## config.mk

```make
export PLATFORM = sky130hd
export DESIGN_NAME = boot_map_decoder
export DESIGN_NICKNAME = d
export VERILOG_FILES = /design/src/rtl/bmd_pkg.sv /design/src/rtl/bmd_region_match.sv /design/src/rtl/bmd_map_hold.sv /design/src/rtl/bmd_cs_select.sv /design/src/rtl/boot_map_decoder.sv
export SDC_FILE = /design/constraint.sdc
export NUM_CORES = 1
export LEC_CHECK = 0
export BUFFER_PORTS_ARGS = -buffer_cell sky130_fd_sc_hd__buf_4
export CAP_MARGIN = 30
export CORE_MARGIN = 5
export CORE_UTILIZATION = 24
export DETAILED_ROUTE_END_ITERATION = 7
export PLACE_DENSITY_LB_ADDON = 0.12
export SYNTH_ARGS = -nofsm -noshare
export SYNTH_HDL_FRONTEND = slang
export SYNTH_SLANG_ARGS = --single-unit
export TNS_END_PERCENT = 50
```

## constraint.sdc

```tcl
create_clock -name clk_i -period 2.6 [get_ports clk_i]
set_input_delay 0.78 -clock clk_i [delete_from_list [all_inputs] [get_ports clk_i]]
set_output_delay 0.78 -clock clk_i [all_outputs]
set_load 0.01 [all_outputs]
```

## src/rtl/bmd_pkg.sv

```systemverilog
package bmd_pkg;
  typedef enum logic [1:0] {
    BOOT_NONE  = 2'b00,
    BOOT_ROM   = 2'b01,
    BOOT_DPRAM = 2'b10,
    BOOT_RSVD  = 2'b11
  } boot_mode_e;

  typedef enum logic [1:0] {
    TGT_NONE,
    TGT_SRAM,
    TGT_DPRAM,
    TGT_ROM
  } target_e;

  localparam logic [2:0] FC_SUP_PROG = 3'b110;
  localparam logic [2:0] FC_IACK     = 3'b111;

  // region indices into the hit vector
  localparam int RG_SRAM  = 0;
  localparam int RG_DP_LO = 1;
  localparam int RG_DP_HI = 2;
  localparam int RG_ROM   = 3;
  localparam int RG_BOOT  = 4;
  localparam int NUM_RG   = 5;
endpackage

```

## src/rtl/bmd_region_match.sv

```systemverilog
// Power-of-two, size-aligned region compare; everything inside aliases freely.
module bmd_region_match #(
  parameter int          ADDR_W = 24,
  parameter logic [31:0] BASE   = 32'h0,
  parameter logic [31:0] BYTES  = 32'h800
) (
  input  logic [ADDR_W-1:0] addr_i,
  output logic              hit_o
);
  localparam logic [ADDR_W-1:0] MASK   = ~ADDR_W'(BYTES - 32'd1);
  localparam logic [ADDR_W-1:0] BASE_A = ADDR_W'(BASE);

  assign hit_o = (addr_i & MASK) == BASE_A;
endmodule

```

## src/rtl/bmd_map_hold.sv

```systemverilog
module bmd_map_hold #(
  parameter logic RST_VAL = 1'b1
) (
  input  logic clk_i,
  input  logic rst_ni,
  input  logic as_ni,
  input  logic map_low_i,
  output logic map_low_q_o
);
  // only load between bus cycles
  always_ff @(posedge clk_i or negedge rst_ni) begin
    if (!rst_ni)    map_low_q_o <= RST_VAL;
    else if (as_ni) map_low_q_o <= map_low_i;
  end

  assert_map_frozen_R11: assert property (@(posedge clk_i) disable iff (!rst_ni)
    !as_ni |=> $stable(map_low_q_o));

  assert_map_taken_R11: assert property (@(posedge clk_i) disable iff (!rst_ni)
    as_ni |=> map_low_q_o == $past(map_low_i));
endmodule

```

## src/rtl/bmd_cs_select.sv

```systemverilog
module bmd_cs_select
  import bmd_pkg::*;
#(
  parameter int N_RG = NUM_RG
) (
  input  logic            clk_i,
  input  logic            rst_ni,
  input  logic [N_RG-1:0] hit_i,
  input  logic [2:0]      fc_i,
  input  logic            as_ni,
  input  logic            map_low_i,
  input  boot_mode_e      boot_mode_i,
  output logic            sram_cs_o,
  output logic            dpram_cs_o,
  output logic            rom_cs_o
);
  target_e tgt;
  logic    boot_fetch;

  assign boot_fetch = (fc_i == FC_SUP_PROG) && hit_i[RG_BOOT];

  always_comb begin
    tgt = TGT_NONE;
    if (!as_ni && fc_i != FC_IACK) begin
      if (boot_fetch && boot_mode_i == BOOT_ROM)        tgt = TGT_ROM;
      else if (boot_fetch && boot_mode_i == BOOT_DPRAM) tgt = TGT_DPRAM;
      else if (map_low_i ? hit_i[RG_DP_LO] : hit_i[RG_DP_HI]) tgt = TGT_DPRAM;
      else if (hit_i[RG_SRAM])                          tgt = TGT_SRAM;
      else if (hit_i[RG_ROM])                           tgt = TGT_ROM;
    end
  end

  always_ff @(posedge clk_i or negedge rst_ni) begin
    if (!rst_ni) begin
      sram_cs_o  <= 1'b0;
      dpram_cs_o <= 1'b0;
      rom_cs_o   <= 1'b0;
    end else begin
      sram_cs_o  <= (tgt == TGT_SRAM);
      dpram_cs_o <= (tgt == TGT_DPRAM);
      rom_cs_o   <= (tgt == TGT_ROM);
    end
  end

  assert_idle_quiet_R1: assert property (@(posedge clk_i) disable iff (!rst_ni)
    as_ni |=> !(sram_cs_o || dpram_cs_o || rom_cs_o));

  assert_iack_quiet_R2: assert property (@(posedge clk_i) disable iff (!rst_ni)
    (fc_i == FC_IACK) |=> !(sram_cs_o || dpram_cs_o || rom_cs_o));

  assert_single_cs_R3: assert property (@(posedge clk_i) disable iff (!rst_ni)
    $onehot0({sram_cs_o, dpram_cs_o, rom_cs_o}));

  assert_boot_rom_R9: assert property (@(posedge clk_i) disable iff (!rst_ni)
    (!as_ni && boot_fetch && boot_mode_i == BOOT_ROM) |=> rom_cs_o);

  assert_low_window_R5: assert property (@(posedge clk_i) disable iff (!rst_ni)
    (!as_ni && fc_i != FC_SUP_PROG && fc_i != FC_IACK && map_low_i && hit_i[RG_DP_LO])
      |=> dpram_cs_o && !sram_cs_o);
endmodule

```

## src/rtl/boot_map_decoder.sv

```systemverilog
module boot_map_decoder
  import bmd_pkg::*;
#(
  parameter int          ADDR_W     = 24,
  parameter logic [31:0] SRAM_BASE  = 32'h000000,
  parameter logic [31:0] SRAM_BYTES = 32'h080000,
  parameter logic [31:0] DP_BYTES   = 32'h000800,
  parameter logic [31:0] DP_HI_BASE = 32'h080000,
  parameter logic [31:0] DP_HI_SPAN = 32'h010000,
  parameter logic [31:0] ROM_BASE   = 32'hC00000,
  parameter logic [31:0] ROM_BYTES  = 32'h010000,
  parameter logic [31:0] BOOT_BYTES = 32'h000008,
  parameter logic        MAP_RST    = 1'b1
) (
  input  logic              clk_i,
  input  logic              rst_ni,
  input  logic [ADDR_W-1:0] addr_i,
  input  logic [2:0]        fc_i,
  input  logic              as_ni,
  input  logic              map_low_i,
  input  logic [1:0]        boot_mode_i,
  output logic              sram_cs_o,
  output logic              dpram_cs_o,
  output logic              rom_cs_o
);
  localparam logic [31:0] RG_BASE [NUM_RG] =
    '{SRAM_BASE, 32'h0, DP_HI_BASE, ROM_BASE, 32'h0};
  localparam logic [31:0] RG_BYTES[NUM_RG] =
    '{SRAM_BYTES, DP_BYTES, DP_HI_SPAN, ROM_BYTES, BOOT_BYTES};

  logic [NUM_RG-1:0] hit;
  logic              map_low_q;

  for (genvar g = 0; g < NUM_RG; g++) begin : g_rg
    bmd_region_match #(
      .ADDR_W(ADDR_W),
      .BASE  (RG_BASE[g]),
      .BYTES (RG_BYTES[g])
    ) u_match (
      .addr_i(addr_i),
      .hit_o (hit[g])
    );
  end

  bmd_map_hold #(.RST_VAL(MAP_RST)) u_map (
    .clk_i      (clk_i),
    .rst_ni     (rst_ni),
    .as_ni      (as_ni),
    .map_low_i  (map_low_i),
    .map_low_q_o(map_low_q)
  );

  bmd_cs_select #(.N_RG(NUM_RG)) u_sel (
    .clk_i      (clk_i),
    .rst_ni     (rst_ni),
    .hit_i      (hit),
    .fc_i       (fc_i),
    .as_ni      (as_ni),
    .map_low_i  (map_low_q),
    .boot_mode_i(boot_mode_e'(boot_mode_i)),
    .sram_cs_o  (sram_cs_o),
    .dpram_cs_o (dpram_cs_o),
    .rom_cs_o   (rom_cs_o)
  );
endmodule

```

==> key figures, run 1 <==
Power and ir drop
  – Worst vdd ir: 139 uV
  – Switching Share: 0.226
  – P_sw: 46.7 uW
  – Int Power: 160 uW
  – Pleak: 0.309 nW
  – Flop pwr share: 0.321
  – Combinational fraction of design power: 0.279
  – Pwr/cell area: 320 nW/um2
  – Clock power share: 0.400

Min path
  – Hold crit path type: in -> async

Critical path
  – Critical path endpoint category: flop
  – R2r startpoint: u_map.map_low_q_o$_DFFE_PN1P_
  – Worst Setup SP: addr_i[16]
  – Reg2Reg Depth: 5
  – Worst EP arrival: 2140 ps
  – CP startpoint kind: primary input
  – Crit-path max FO: 4
  – Required time worst endpoint: 2710 ps
  – R2r endpoint: u_sel.sram_cs_o$_DFF_PN0_
  – Worst R2R Setup Slack: 900 ps
  – Critical path class: in -> reg

Finish
  – Synthesis-to-finish area growth: 79.8%
  – Final Cell Area: 646 um2
  – Final net count: 107
  – Antenna diodes: 0
  – Layout cell share with drive strength beyond 1: 0.575
  – Most common cell after layout, fill and taps aside: buf_4

Route
  – Via-to-Cell Ratio: 4.98
  – First-pass DRT Iterations: 5
  – WL final: 1.07 mm
  – Vias: 443
  – DR WL/cell: 12.0 um
  – DRC: 0
  – Remaining antenna violation count: 0
  – Initial DRC Count: 9

STA
  – Max_slew headroom: 0.745
  – Max-slew violation count: 0
  – Worst slew pin tran: 380 ps
  – Setup TNS: 0 ps
  – Fmax: 494 MHz
  – Fin crit period: 2020 ps
  – Final Skew: 3.92 ps
  – Fin. Hold Viols: 0
  – Final setup viols: 0
  – Period utilization: 0.778
  – Unrepaired setup endpoints after global routing: false

Global routing
  – GR Util All Layers: 0.101
  – Met1 usage: 0.116
  – First-pass GRT wire length: 1.86 mm
  – Grt met3 use: 0.0552
  – M2 GR Usage: 0.141
  – Vias in the first global route: 435
  – Largest net degree at the start of global routing: 5
  – Overflow after GRT: 0
  – Initial antenna violation count: 0
  – Gr busiest metal: met2

Logic synthesis
  – Mapped Cells: 37
  – Synth area leader: dfrtp_1
  – Cell area after synthesis: 359 um2
  – Yosys cell types: 26
  – Syn nets: 70
  – FF+latch count, synth: 4
  – Synth Warn #: 0
  – Sequential area share after synthesis: 0.282
  – Synth area leaders: dfrtp_1 (21%), a2111oi_4 (7.7%), dfstp_2 (7.3%), nor4_4 (5.9%), nor4_1 (5.2%)
  – Synth Area per Inst: 9.71 um2
  – Top cell type's share of synthesized area: 0.209

Clocking
  – CTS tree: yes
  – Cts bufs inserted: 3
  – Clock Tree Root: clkbuf_4
  – Clk Latency, worst-skew pair: 230 ps
  – CTS sink cnt: 4
  – Post-CTS setup buffers: 0
  – # resized after CTS: 0
  – Clock-pin slew on the worst setup and hold paths: 40 ps
  – H-Tree Depth: 1
  – Bufs on Longest Clock Path: 2
  – CTS Hold Buffers Added: 0

Placed design
  – Area of placed instances: 619 um2
  – DPL Wire Length: 968 um
  – Number of buffers added on ports: 32
  – Routability congestion estimate: 0.642

Floorplan
  – Num ports: 36
  – Floorplan row count: 14
  – Die Y-Extent: 48.7 um
  – Initial Util: 0.247
  – Die extent in x: 48.7 um
  – Core area: 1450 um2
  – Die area: 2370 um2

Run status
  – Status: finished, final reports clean

Run
  – # Max-Cap Violations: 0
## logic make-up (layout without fill, tap and decap cells)
group / after synthesis / in the layout / synth area share
xor gates and xnor gates: 1 / 1 / 0.0244
buffers and inverters: 1 / 37 / 0.0104
DFF: 4 / 4 / 0.282
muxes: 1 / 1 / 0.0314
and+or+nand+nor: 22 / 22 / 0.425
AOI/OAI and AO/OA: 8 / 8 / 0.227
## per-stage QoR
step	power (mW)	util	hold WS, ps	cells	setup slack (ps)
floorplan	0.0824	-	484	37	593
global placement	0.125	0.426	577	85	332
detailed placement	0.125	0.426	577	85	320
CTS	0.211	0.444	325	89	569
global route	0.227	0.444	312	89	459
finish	0.207	0.444	332	89	577
## metal layers
| metal | vias up | part of all wire |
|---|---|---|
| li1 | 220 | - |
| met2 | 30 | 0.46 |
| met5 | - | 0 |
| met3 | 0 | 0.13 |
| met4 | 0 | 0 |
| met1 | 193 | 0.40 |
## power by group through the flow
stage / registers (mW) / logic (mW) / clock network [mW]
4_1_cts: 0.0665 / 0.0582 / 0.0868
2_1_floorplan: 0.0669 / 0.0154 / 0
5_1_grt: 0.0668 / 0.0632 / 0.0970
3_3_place_gp: 0.0672 / 0.0573 / 0
6_report: 0.0664 / 0.0577 / 0.0826
3_5_place_dp: 0.0673 / 0.0580 / 0
## registers in the layout, indices dropped and copies added (netlist names)
name,cells
u_map.map_low_q_o,1
u_sel.dpram_cs_o,1
u_sel.rom_cs_o,1
u_sel.sram_cs_o,1
## worst max-delay path by stage
stage                     slack (ps)  cells past startpoint                        end
after global routing             460                      6  u_sel.sram_cs_o$_DFF_PN0_
after global placement           330                      6  u_sel.sram_cs_o$_DFF_PN0_
final                            580                      6  u_sel.sram_cs_o$_DFF_PN0_
after CTS                        570                      6  u_sel.sram_cs_o$_DFF_PN0_
after floorplan                  590                      5  u_sel.sram_cs_o$_DFF_PN0_
after detailed placement         320                      6  u_sel.sram_cs_o$_DFF_PN0_
## cell type report
type / instances / area, um2
Multi-Input combinational cell: 32 / 254
Tap cell: 16 / 20.0
Timing Repair Buffer: 32 / 240
Sequential cell: 4 / 101
Clock buffer: 4 / 26.3
Inverter: 1 / 3.75
Fill cell: 148 / 808
## critical path, stage by stage
cell	delay, ps
buf_4	110
nor3_1	350
nand2_1	190
nor4_1	360
or3_2	170
and4b_1	170
## cells in the mapped netlist (all sizes together)
cell type  instances
a2111oi            1
and3b              1
o41ai              1
and4b              1
o31ai              1
nand4              1
mux2               1
nor4               4
dfstp              1
inv                1
nor4bb             1
nand2              3
o21ai              2
and3               1
nor2               2
xnor2              1
nand3b             1
nand2b             2
nor3               3
or3                1
nor2b              1
a31oi              1
a311oi             1
dfrtp              3
a21oi              1
No activity file was read; power rests on OpenSTA's default activity.
==> run 2: changes to the inputs <==
==> constraint.sdc (replaced) <==
create_clock -name clk_i -period 2 [get_ports clk_i]
set_input_delay 0.6 -clock clk_i [delete_from_list [all_inputs] [get_ports clk_i]]
set_output_delay 0.6 -clock clk_i [all_outputs]
set_load 0.01 [all_outputs]
==> key figures, run 2 (same netlist as run 1, synthesis figures left out) <==
Clocking
  – CTS sink cnt: 4
  – CTS Hold Buffers Added: 0
  – H-Tree Depth: 1
  – Cts bufs inserted: 3
  – Clk Latency, worst-skew pair: 230 ps
  – # resized after CTS: 0
  – Bufs on Longest Clock Path: 2
  – Clock Tree Root: clkbuf_4
  – CTS tree: yes
  – Clock-pin slew on the worst setup and hold paths: 40 ps
  – Post-CTS setup buffers: 0

Power and ir drop
  – Overall Power: 271 uW
  – P_sw: 61.4 uW
  – Flop pwr share: 0.319
  – Int Power: 209 uW
  – Clock power share: 0.398
  – Pleak: 0.322 nW
  – Worst vdd ir: 176 uV
  – Switching Share: 0.227
  – Pwr/cell area: 405 nW/um2
  – Combinational fraction of design power: 0.283

Global routing
  – Overflow after GRT: 0
  – First-pass GRT wire length: 1.88 mm
  – Initial antenna violation count: 0
  – GR Util All Layers: 0.101
  – Vias in the first global route: 470
  – Largest net degree at the start of global routing: 5

Floorplan
  – Die Y-Extent: 48.7 um
  – Die extent in x: 48.7 um
  – Core area: 1450 um2
  – Floorplan row count: 14
  – Initial Util: 0.247
  – Die area: 2370 um2
  – Num ports: 36

Finish
  – Post-layout util: 0.460
  – Final net count: 110
  – Storage cell area: 101 um2
  – Most common cell after layout, fill and taps aside: buf_4
  – FILL cells: 157
  – Final Cell Area: 668 um2
  – Layout cell share with drive strength beyond 1: 0.592
  – Synthesis-to-finish area growth: 86.1%
  – Antenna diodes: 0
  – Multi-input combinational cell area: 254 um2

Placed design
  – Area of placed instances: 642 um2
  – DPL Wire Length: 974 um
  – Number of buffers added on ports: 32
  – Routability congestion estimate: 0.675
  – Pre-CTS setup slack: -54.7 ps

STA
  – Max_slew headroom: 0.769
  – Unrepaired setup endpoints after global routing: false
  – Final setup viols: 0
  – Period utilization: 0.921
  – Final worst slack: 159 ps
  – Final Skew: 5.17 ps
  – Worst slew pin tran: 343 ps
  – Fin. Hold Viols: 0
  – Fin crit period: 1840 ps
  – Max-slew violation count: 0
  – Fmax: 543 MHz

Route
  – Vias: 457
  – Remaining antenna violation count: 0
  – DR WL/cell: 11.8 um
  – DRC: 0
  – Via-to-Cell Ratio: 4.97
  – WL final: 1.09 mm
  – Initial DRC Count: 4
  – First-pass DRT Iterations: 4

Critical path
  – Crit-path most repeated cell: o21ai_0
  – CP Cell Sequence: buf_4, nor4_4, a311oi_1, o21ai_0, o21ai_0, and4b_1
  – Delay-heaviest family, CP: compound AO/OA/AOI/OAI gates
  – CP startpoint kind: primary input
  – Critical path endpoint category: flop
  – Max stage delay cell, worst path: nor4_4
  – Reg2Reg Depth: 5
  – Required time worst endpoint: 2110 ps
  – WP depth: 6
  – Worst EP arrival: 1960 ps
  – CP bufs+invs: 1
  – Critical path class: in -> reg
  – Slowest stage delay, CP: 340 ps
  – Crit-path max FO: 3

Run status
  – Status: finished, final reports clean

Run
  – # Max-Cap Violations: 0

Min path
  – Hold crit path type: in -> async
[run 2: power by group through the flow]
stage          sequential, mW  clock (mW)  combinational, mW
2_1_floorplan          0.0870           0             0.0201
3_3_place_gp           0.0874           0             0.0758
3_5_place_dp           0.0874           0             0.0770
4_1_cts                0.0865       0.114             0.0772
5_1_grt                0.0865       0.127             0.0837
6_report               0.0864       0.108             0.0764
[run 2: per-stage QoR]
step / hold WS, ps / cells / setup TNS (ps)
finish: 151 / 92 / 0
global route: 129 / 92 / 0
CTS: 144 / 92 / 0
detailed placement: 397 / 88 / -86.3
global placement: 397 / 88 / -92.5
floorplan: 304 / 37 / 0
[run 2: metal layers]
layer	routed length [um]	up-vias	track usage
met2	510	26	0.152
met1	450	205	0.112
met3	125	0	0.0491
met5	0	-	0
li1	-	226	-
met4	0	0	0.0673
[run 2: worst register-to-register path, stage by stage (launching register included)]
cell,delay (ps)
dfstp_2,520
nor2b_1,200
a311oi_1,120
o21ai_0,300
o21ai_0,220
and4b_1,230
[run 2: final timing paths]
path                                                     from                            end  slack, ps
worst max-delay path                               addr_i[12]      u_sel.sram_cs_o$_DFF_PN0_        160
worst min-delay path                                   rst_ni     u_sel.dpram_cs_o$_DFF_PN0_        150
worst max register to register  u_map.map_low_q_o$_DFFE_PN1P_      u_sel.sram_cs_o$_DFF_PN0_        290
worst min register to register  u_map.map_low_q_o$_DFFE_PN1P_  u_map.map_low_q_o$_DFFE_PN1P_        630
max in group asynchronous                              rst_ni  u_map.map_low_q_o$_DFFE_PN1P_       1650
min in group clk_i                                  map_low_i  u_map.map_low_q_o$_DFFE_PN1P_        610
[run 2: layout make-up]
cell class | count | share of cell area
Sequential cell | 4 | 0.152
Inverter | 1 | 0.00562
Multi-Input combinational cell | 32 | 0.380
Timing Repair Buffer | 35 | 0.393
Clock buffer | 4 | 0.0393
Tap cell | 16 | 0.0300
==> run 3: changes to the inputs <==
==> constraint.sdc (replaced) <==
create_clock -name clk_i -period 2 [get_ports clk_i]
set_input_delay 0.5 -clock clk_i [delete_from_list [all_inputs] [get_ports clk_i]]
set_output_delay 0.5 -clock clk_i [all_outputs]
set_load 0.01 [all_outputs]
==> key figures, run 3 (same netlist as run 1, synthesis figures left out) <==
Global routing
  – Initial antenna violation count: 0
  – GR Util All Layers: 0.0926
  – First-pass GRT wire length: 1.73 mm
  – Largest net degree at the start of global routing: 5
  – Vias in the first global route: 439
  – Overflow after GRT: 0

Route
  – Remaining antenna violation count: 0
  – WL final: 1.03 mm
  – Vias: 439
  – Via-to-Cell Ratio: 4.88
  – First-pass DRT Iterations: 4
  – Initial DRC Count: 5
  – DRC: 0
  – DR WL/cell: 11.5 um

STA
  – Max_slew headroom: 0.750
  – Max-slew violation count: 0
  – Unrepaired setup endpoints after global routing: false
  – Worst slew pin tran: 372 ps
  – Fin. Hold Viols: 0
  – Fmax: 565 MHz
  – Period utilization: 0.885
  – Fin crit period: 1770 ps
  – Worst hold margin: 53.2 ps
  – Final setup viols: 0
  – Final Skew: 5.08 ps

Power and ir drop
  – Overall Power: 267 uW
  – Pwr/cell area: 409 nW/um2
  – Worst vdd ir: 181 uV
  – Pleak: 0.313 nW

Floorplan
  – Die area: 2370 um2
  – Core area: 1450 um2
  – Floorplan row count: 14
  – Initial Util: 0.247
  – Num ports: 36
  – Die extent in x: 48.7 um
  – Die Y-Extent: 48.7 um

Critical path
  – Critical path endpoint category: flop
  – Worst EP arrival: 1880 ps
  – CP startpoint kind: primary input
  – Crit-path max FO: 4
  – Required time worst endpoint: 2110 ps
  – Max stage delay cell, worst path: nor4_1
  – CP Cell Sequence: buf_4, nor3_1, nand2_1, nor4_1, or3_2, and4b_1
  – Slowest stage delay, CP: 390 ps
  – Critical path class: in -> reg

Placed design
  – DPL Wire Length: 947 um
  – Routability congestion estimate: 0.666
  – Area of placed instances: 627 um2
  – Number of buffers added on ports: 32

Finish
  – Most common cell after layout, fill and taps aside: buf_4
  – Synthesis-to-finish area growth: 81.9%
  – Final Cell Area: 653 um2
  – Post-layout util: 0.449
  – Antenna diodes: 0
  – Final net count: 108
  – Layout cell share with drive strength beyond 1: 0.581

Clocking
  – CTS Hold Buffers Added: 0
  – Clock-pin slew on the worst setup and hold paths: 40 ps
  – CTS tree: yes
  – H-Tree Depth: 1
  – Bufs on Longest Clock Path: 2
  – # resized after CTS: 0
  – Clk Latency, worst-skew pair: 230 ps
  – Post-CTS setup buffers: 0
  – CTS sink cnt: 4
  – Clock Tree Root: clkbuf_4
  – Cts bufs inserted: 3

Run
  – # Max-Cap Violations: 0

Run status
  – Status: finished, final reports clean

Min path
  – Hold crit path type: in -> async
-- run 3: critical path, delay by kind of cell --
family | cells | cell delay [ps]
buffers and inverters | 1 | 110
and+or+nand+nor | 5 | 1270
-- run 3: where the power goes --
part	switching, mW	internal [mW]
clock network	0.0314	0.0748
registers	0.00126	0.0851
logic	0.0265	0.0481
-- run 3: routing by layer --
layer,wire (um),global-route usage
met5,0,0
met4,0,0.0538
met1,437,0.108
met2,470,0.128
met3,123,0.0552
-- run 3: final cells by class --
| class | count | area (um2) |
|---|---|---|
| Fill cell | 149 | 801 |
| Multi-Input combinational cell | 32 | 254 |
| Timing Repair Buffer | 33 | 248 |
| Sequential cell | 4 | 101 |
| Clock buffer | 4 | 26.3 |
| Tap cell | 16 | 20.0 |
| Inverter | 1 | 3.75 |
-- run 3: through the flow --
stage	instances	worst slack, ps	setup TNS [ps]
global route	90	134	0
global placement	86	12.6	0
detailed placement	86	-3.33	-3.33
finish	90	230	0
floorplan	37	273	0
CTS	90	243	0
-- run 3: worst paths after layout --
check | start | endpoint | slack, ps | depth (start not counted)
worst max-delay path | addr_i[16] | u_sel.sram_cs_o$_DFF_PN0_ | 230 | 6
worst min register to register | u_map.map_low_q_o$_DFFE_PN1P_ | u_map.map_low_q_o$_DFFE_PN1P_ | 620 | 1
worst min-delay path | rst_ni | u_sel.dpram_cs_o$_DFF_PN0_ | 50 | 1
min in group clk_i | map_low_i | u_map.map_low_q_o$_DFFE_PN1P_ | 510 | 2
worst max register to register | u_map.map_low_q_o$_DFFE_PN1P_ | u_sel.sram_cs_o$_DFF_PN0_ | 330 | 5
max in group asynchronous | rst_ni | u_map.map_low_q_o$_DFFE_PN1P_ | 1750 | 1
